### config.mk
export PLATFORM = sky130hd
export DESIGN_NAME = fuse_rd_seq
export DESIGN_NICKNAME = d
export VERILOG_FILES = /design/src/rtl/fuse_rd_pkg.sv /design/src/rtl/fuse_span_calc.sv /design/src/rtl/fuse_hold_timer.sv /design/src/rtl/fuse_rd_seq.sv
export SDC_FILE = /design/constraint.sdc
export NUM_CORES = 1
export LEC_CHECK = 0
export CORE_MARGIN = 2
export CORE_UTILIZATION = 39
export CTS_CLUSTER_SIZE = 24
export DETAILED_ROUTE_END_ITERATION = 10
export PLACE_DENSITY = 0.61
export SLEW_MARGIN = 20
export SYNTH_ARGS = -nofsm -noshare
export SYNTH_HDL_FRONTEND = slang
export SYNTH_SLANG_ARGS = --single-unit
### constraint.sdc
create_clock -name clk -period 3.93 [get_ports clk]
set_clock_uncertainty 0.15 [all_clocks]
set_input_delay 0.393 -clock clk [delete_from_list [all_inputs] [get_ports clk]]
set_output_delay 0.393 -clock clk [all_outputs]
set_load 0.005 [all_outputs]
### src/rtl/fuse_rd_pkg.sv
package fuse_rd_pkg;

  localparam int CTL_W      = 32;
  localparam int B_CSN      = 0;
  localparam int B_STB      = 1;
  localparam int B_LOAD     = 2;
  localparam int B_PGMN     = 3;
  localparam int B_PWRDN    = 5;
  localparam int B_SENSE    = 7;
  localparam int B_SSEL     = 9;
  localparam int B_ADDR     = 16;
  localparam int ADDR_FLD_W = 10;

  typedef enum logic [2:0] {
    ST_IDLE,
    ST_SETUP,
    ST_STRB,
    ST_EMIT,
    ST_GAP
  } seq_st_t;

  function automatic logic [CTL_W-1:0] ctl_standby();
    logic [CTL_W-1:0] w;
    w          = '0;
    w[B_PWRDN] = 1'b1;
    w[B_CSN]   = 1'b1;
    return w;
  endfunction

  function automatic logic [CTL_W-1:0] ctl_read(input logic stb,
                                                input logic [ADDR_FLD_W-1:0] a);
    logic [CTL_W-1:0] w;
    w                        = '0;
    w[B_LOAD]                = 1'b1;
    w[B_PGMN]                = 1'b1;
    w[B_SENSE]               = 1'b1;
    w[B_SSEL]                = 1'b1;
    w[B_STB]                 = stb;
    w[B_ADDR +: ADDR_FLD_W]  = a;
    return w;
  endfunction

endpackage

### src/rtl/fuse_span_calc.sv
module fuse_span_calc #(
  parameter int WORDS = 32,
  parameter int BPW   = 4,
  parameter int LEN_W = 8
) (
  input  logic [LEN_W-1:0]         off,
  input  logic [LEN_W-1:0]         len,
  output logic                     bad,
  output logic [$clog2(WORDS)-1:0] first,
  output logic [$clog2(BPW)-1:0]   skip,
  output logic [LEN_W-1:0]         nbytes
);
  localparam int AW    = $clog2(WORDS);
  localparam int SKW   = $clog2(BPW);
  localparam int TOTAL = WORDS * BPW;

  logic [LEN_W-1:0] avail;

  always_comb begin
    bad    = (len == '0) || (off >= LEN_W'(TOTAL));
    avail  = LEN_W'(TOTAL) - off;
    nbytes = (len < avail) ? len : avail;
    first  = off[SKW +: AW];
    skip   = off[SKW-1:0];
  end
endmodule

### src/rtl/fuse_hold_timer.sv
module fuse_hold_timer #(
  parameter int CLK_FREQ_HZ = 50_000_000,
  parameter int HOLD_NS     = 1000
) (
  input  logic clk,
  input  logic rst,
  input  logic kick,
  output logic expired
);
  localparam longint PROD     = longint'(CLK_FREQ_HZ) * longint'(HOLD_NS);
  localparam longint RAW      = (PROD + 64'sd999_999_999) / 64'sd1_000_000_000;
  localparam int     HOLD_CYC = (RAW < 1) ? 1 : int'(RAW);
  localparam int     TW       = $clog2(HOLD_CYC + 1);

  logic [TW-1:0] cnt;

  always_ff @(posedge clk) begin
    if (rst)              cnt <= '0;
    else if (kick)        cnt <= TW'(HOLD_CYC - 1);
    else if (cnt != '0)   cnt <= cnt - 1'b1;
  end

  assign expired = (cnt == '0);
endmodule

### src/rtl/fuse_rd_seq.sv
module fuse_rd_seq #(
  parameter int CLK_FREQ_HZ = 50_000_000,
  parameter int HOLD_NS     = 1000,
  parameter int WORDS       = 32,
  parameter int WORD_BITS   = 32,
  parameter int LEN_W       = $clog2(WORDS * WORD_BITS / 8) + 1
) (
  input  logic                 clk,
  input  logic                 rst,
  input  logic                 req_start,
  input  logic [LEN_W-1:0]     req_offset,
  input  logic [LEN_W-1:0]     req_len,
  output logic                 req_busy,
  output logic                 req_done,
  output logic                 req_err,
  output logic [LEN_W-1:0]     req_count,
  output logic                 out_valid,
  input  logic                 out_ready,
  output logic [7:0]           out_data,
  output logic [31:0]          fz_ctrl,
  input  logic [WORD_BITS-1:0] fz_dout
);
  import fuse_rd_pkg::*;

  localparam int BPW = WORD_BITS / 8;
  localparam int AW  = $clog2(WORDS);
  localparam int SKW = $clog2(BPW);
  localparam logic [SKW-1:0] LAST_B = SKW'(BPW - 1);

  seq_st_t               st;
  logic [WORD_BITS-1:0]  word_q;
  logic [SKW-1:0]        bidx;
  logic [AW-1:0]         waddr;
  logic [LEN_W-1:0]      rem;
  logic [LEN_W-1:0]      sent;

  logic                  sp_bad;
  logic [AW-1:0]         sp_first;
  logic [SKW-1:0]        sp_skip;
  logic [LEN_W-1:0]      sp_nbytes;

  logic                  tmr_kick;
  logic                  tmr_exp;
  logic                  last_of_word;
  logic                  take;

  fuse_span_calc #(.WORDS(WORDS), .BPW(BPW), .LEN_W(LEN_W)) u_span (
    .off    (req_offset),
    .len    (req_len),
    .bad    (sp_bad),
    .first  (sp_first),
    .skip   (sp_skip),
    .nbytes (sp_nbytes)
  );

  fuse_hold_timer #(.CLK_FREQ_HZ(CLK_FREQ_HZ), .HOLD_NS(HOLD_NS)) u_tmr (
    .clk     (clk),
    .rst     (rst),
    .kick    (tmr_kick),
    .expired (tmr_exp)
  );

  always_comb begin
    take         = (st == ST_EMIT) && out_ready;
    last_of_word = (bidx == LAST_B) || (rem == LEN_W'(1));
    tmr_kick     = ((st == ST_IDLE)  && req_start && !sp_bad) ||
                   ((st == ST_SETUP) && tmr_exp) ||
                   (take && last_of_word) ||
                   ((st == ST_GAP)   && tmr_exp && (rem != '0));
  end

  assign out_data = word_q[{bidx, 3'b000} +: 8];

  always_ff @(posedge clk) begin
    if (rst) begin
      st        <= ST_IDLE;
      fz_ctrl   <= ctl_standby();
      req_busy  <= 1'b0;
      req_done  <= 1'b0;
      req_err   <= 1'b0;
      req_count <= '0;
      out_valid <= 1'b0;
      word_q    <= '0;
      bidx      <= '0;
      waddr     <= '0;
      rem       <= '0;
      sent      <= '0;
    end else begin
      req_done <= 1'b0;
      req_err  <= 1'b0;
      unique case (st)
        ST_IDLE: begin
          if (req_start) begin
            if (sp_bad) begin
              req_done  <= 1'b1;
              req_err   <= 1'b1;
              req_count <= '0;
            end else begin
              st       <= ST_SETUP;
              req_busy <= 1'b1;
              fz_ctrl  <= ctl_read(1'b0, '0);
              waddr    <= sp_first;
              bidx     <= sp_skip;
              rem      <= sp_nbytes;
              sent     <= '0;
            end
          end
        end
        ST_SETUP: begin
          if (tmr_exp) begin
            st      <= ST_STRB;
            fz_ctrl <= ctl_read(1'b1, ADDR_FLD_W'(waddr));
          end
        end
        ST_STRB: begin
          if (tmr_exp) begin
            st        <= ST_EMIT;
            word_q    <= fz_dout;
            fz_ctrl   <= ctl_read(1'b0, ADDR_FLD_W'(waddr));
            out_valid <= 1'b1;
          end
        end
        ST_EMIT: begin
          if (out_ready) begin
            sent <= sent + 1'b1;
            rem  <= rem - 1'b1;
            if (last_of_word) begin
              out_valid <= 1'b0;
              st        <= ST_GAP;
            end else begin
              bidx <= bidx + 1'b1;
            end
          end
        end
        ST_GAP: begin
          if (tmr_exp) begin
            if (rem == '0) begin
              st        <= ST_IDLE;
              fz_ctrl   <= ctl_standby();
              req_busy  <= 1'b0;
              req_done  <= 1'b1;
              req_count <= sent;
            end else begin
              st      <= ST_STRB;
              waddr   <= waddr + 1'b1;
              bidx    <= '0;
              fz_ctrl <= ctl_read(1'b1, ADDR_FLD_W'(waddr + 1'b1));
            end
          end
        end
        default: st <= ST_IDLE;
      endcase
    end
  end
endmodule

==> reports/qor.csv <==
stage,metric,value,unit
status,outcome,completed,
clocking,cts_tree,done,
critical_path,crit_type,input pin to flop,
final_layout,syn2layout_area_growth,25.4,%
yosys,synthArstFlopShare,0,
clocking,cts_inserted_buffers,9,
sta,drv_slew,0,
critical_path,worstReg2RegStart,st[2],
placed_design,dpl_worst_slack,0.252,ns
yosys,avgSynthCellArea,8.10,um^2
yosys,yosysWarningCount,0,
final_layout,fin_cells,786,
yosys,synth_edf_count,0,
clocking,cts_hold_buf,0,
placed_design,port_buffers,84,
yosys,synth_top_area_cell,dfxtp_1,
grt,grt_pass1_wl,19000,um
sta,rsz0062_at_grt,false,
pwr,p_per_area,579,nW/um^2
yosys,synthSimpleGateAreaFrac,0.225,
die,core-area,11500,um^2
grt,first_global_vias,3869,
grt,grt_start_max_net_pins,39,
pwr,leakage,2.11,nW
placed_design,place_congestion,0.837,
sta,setup_tns,0,ns
drt,routed_wl,11600,um
min_path,hp-class,flop to flop,
clocking,insertion_delay,0.35,ns
critical_path,cp.required,4.04,ns
yosys,synth_xor_area_frac,0.0209,
die,die_h,113,um
grt,globalRoute.totalOverflow,0,
drt,dr.pass1.iters,5,
drt,drc_errors,0,
sta,post-route-min-period,3.36,ns
drt,ant_nets,0,
run,drv_cap,0,
final_layout,diodes,0,
sta,fin_ws,0.565,ns
die,start_util,0.401,
clocking,cts_resized,0,
clocking,path_clk_slew,0.07,ns
drt,vias,4243,
clocking,clock-sinks,85,
yosys,synth.most_common_cell,nand2_1,
clocking,postCtsSetupRepairBufs,0,
sta,fin_crit_sh,0.856,
drt,drtIter0Drc,292,
pwr,ir_drop,0.445,mV
die,die_area,12700,um^2
yosys,synth_commonest_cells,"nand2_1, dfxtp_1, a21oi_1",
final_layout,utilization,0.503,
clocking,htreeDepth,3,
sta,worst_pin_slew,0.734,ns
drt,post_drt_via_cell_ratio,5.40,
die,die_x,113,um
sta,hold_viol,0,
yosys,yosys.area_share.adder,0.0408,
critical_path,critical_path.startpoint,req_offset[4],
sta,fmax,0.297,GHz
yosys,ys_ff_latch,85,
yosys,synth_top_area_share,0.370,
placed_design,dp_hpwl,8470,um
final_layout,drive_gt1_frac,0.0731,
sta,max-slew-margin-rel,0.506,
final_layout,finalNetCount,705,
critical_path,cp-start-kind,input pin,
yosys,ys_types,63,
die,io_pins,104,
clocking,clockRootBuffer,clkbuf_16,
yosys,seq_area_frac_synth,0.370,
yosys,synth-compound-area-share,0.204,
clocking,clk_path_buf_depth,2,
placed_design,placedCellCount,769,
yosys,synth_top_family_by_area,simple AND/OR/NAND/NOR gates,
grt,antenna_found_initial,0,
drt,wl_per_cell,14.8,um
yosys,yosys-top-cells-area,"dfxtp_1, a21oi_1, nand2_1",
grt,grt_use_total,0.184,
yosys,synth.area.mux_share,0.0623,
final_layout,n_fill_cell,1114,
die,rows,39,
critical_path,crit_fanout,5,
yosys,synth_area,4600,um^2
yosys,synth_cells,568,
sta,setup_viol,0,
critical_path,arrival,3.47,ns
yosys,synth_ff_type,dfxtp_1,
min_path,min_from,req_count[5],
critical_path,cp-end-kind,flop,
## metal layers
metal,global-route usage,part of all wire
met3,0.0373,0.049
met1,0.247,0.45
met5,0,0
met2,0.296,0.48
met4,0.0650,0.016
## layout make-up
cell class,instances,area (um^2),share of cell area
Inverter,16,60.1,0.0104
Tap cell,143,179,0.0310
Multi-Input combinational cell,434,2620,0.453
Clock inverter,5,83.8,0.0145
Clock buffer,11,233,0.0403
Sequential cell,85,1700,0.295
Timing Repair Buffer,92,896,0.155
## critical path, stage by stage
cell,delay (ns)
clkdlybuf4s50_1,0.49
or4_1,0.57
or4_1,0.43
xor2_1,0.20
ha_1,0.28
a21oi_1,0.13
o21ai_0,0.11
a21oi_2,0.24
buf_4,0.20
mux2_2,0.33
o32ai_1,0.11
## stage by stage
stage | power [W] | hold WS, ns | cell area, um^2
floorplan | 0.00204 | 0.283 | 4670
global placement | 0.00239 | 0.290 | 5450
detailed placement | 0.00242 | 0.295 | 5450
CTS | 0.00335 | 0.303 | 5760
global route | 0.00357 | 0.319 | 5770
finish | 0.00334 | 0.301 | 5770
## flip-flops by register name, indices dropped and copies added (netlist names)
| signal | flops |
|---|---|
| fz_ctrl | 9 |
| out_valid | 1 |
| req_count | 8 |
| sent | 8 |
| word_q | 32 |
| waddr | 5 |
| rem | 8 |
| bidx | 2 |
| req_done | 1 |
| u_tmr.cnt | 6 |
| st | 3 |
| req_err | 1 |
| req_busy | 1 |
## placed cells by master, fill, tap and decap left out, drive strengths merged, types with 8 or more instances in the layout
cell type and instances:
dfxtp 85, nor3 13, o21ai 21, conb 19, nor2 33, nor3b 8
mux4 8, a21oi 85, clkdlybuf4s50 83, buf 8, or4 8, nand3 20
clkbuf 12, inv 17, ha 15, xor2 8, nand2 101
## report_power, final
part	leakage, nW	internal [W]	switching (W)	total, W
clock network	0.152	0.000561	0.000360	0.000921
registers	0.691	0.00101	0.000175	0.00118
logic	1.27	0.000566	0.000670	0.00124
## path summary, 6_finish.rpt
check / end / slack [ns] / depth (start not counted)
worst max-delay path: rem[2] / 0.57 / 11
worst max register to register: u_tmr.cnt[1] / 1.18 / 5
worst min-delay path: req_count[5] / 0.30 / 2
worst min register to register: req_count[5] / 0.30 / 2
## logic make-up after synthesis
logic type               Yosys count
AND/OR/NAND/NOR                  218
AO/OA/AOI/OAI                    153
flip-flops                        85
buffers and inverters             67
multiplexers                      18
adder cells (fa/ha/maj)           15
XOR/XNOR                          11
other                              1
(Power assumes the default switching activity.)
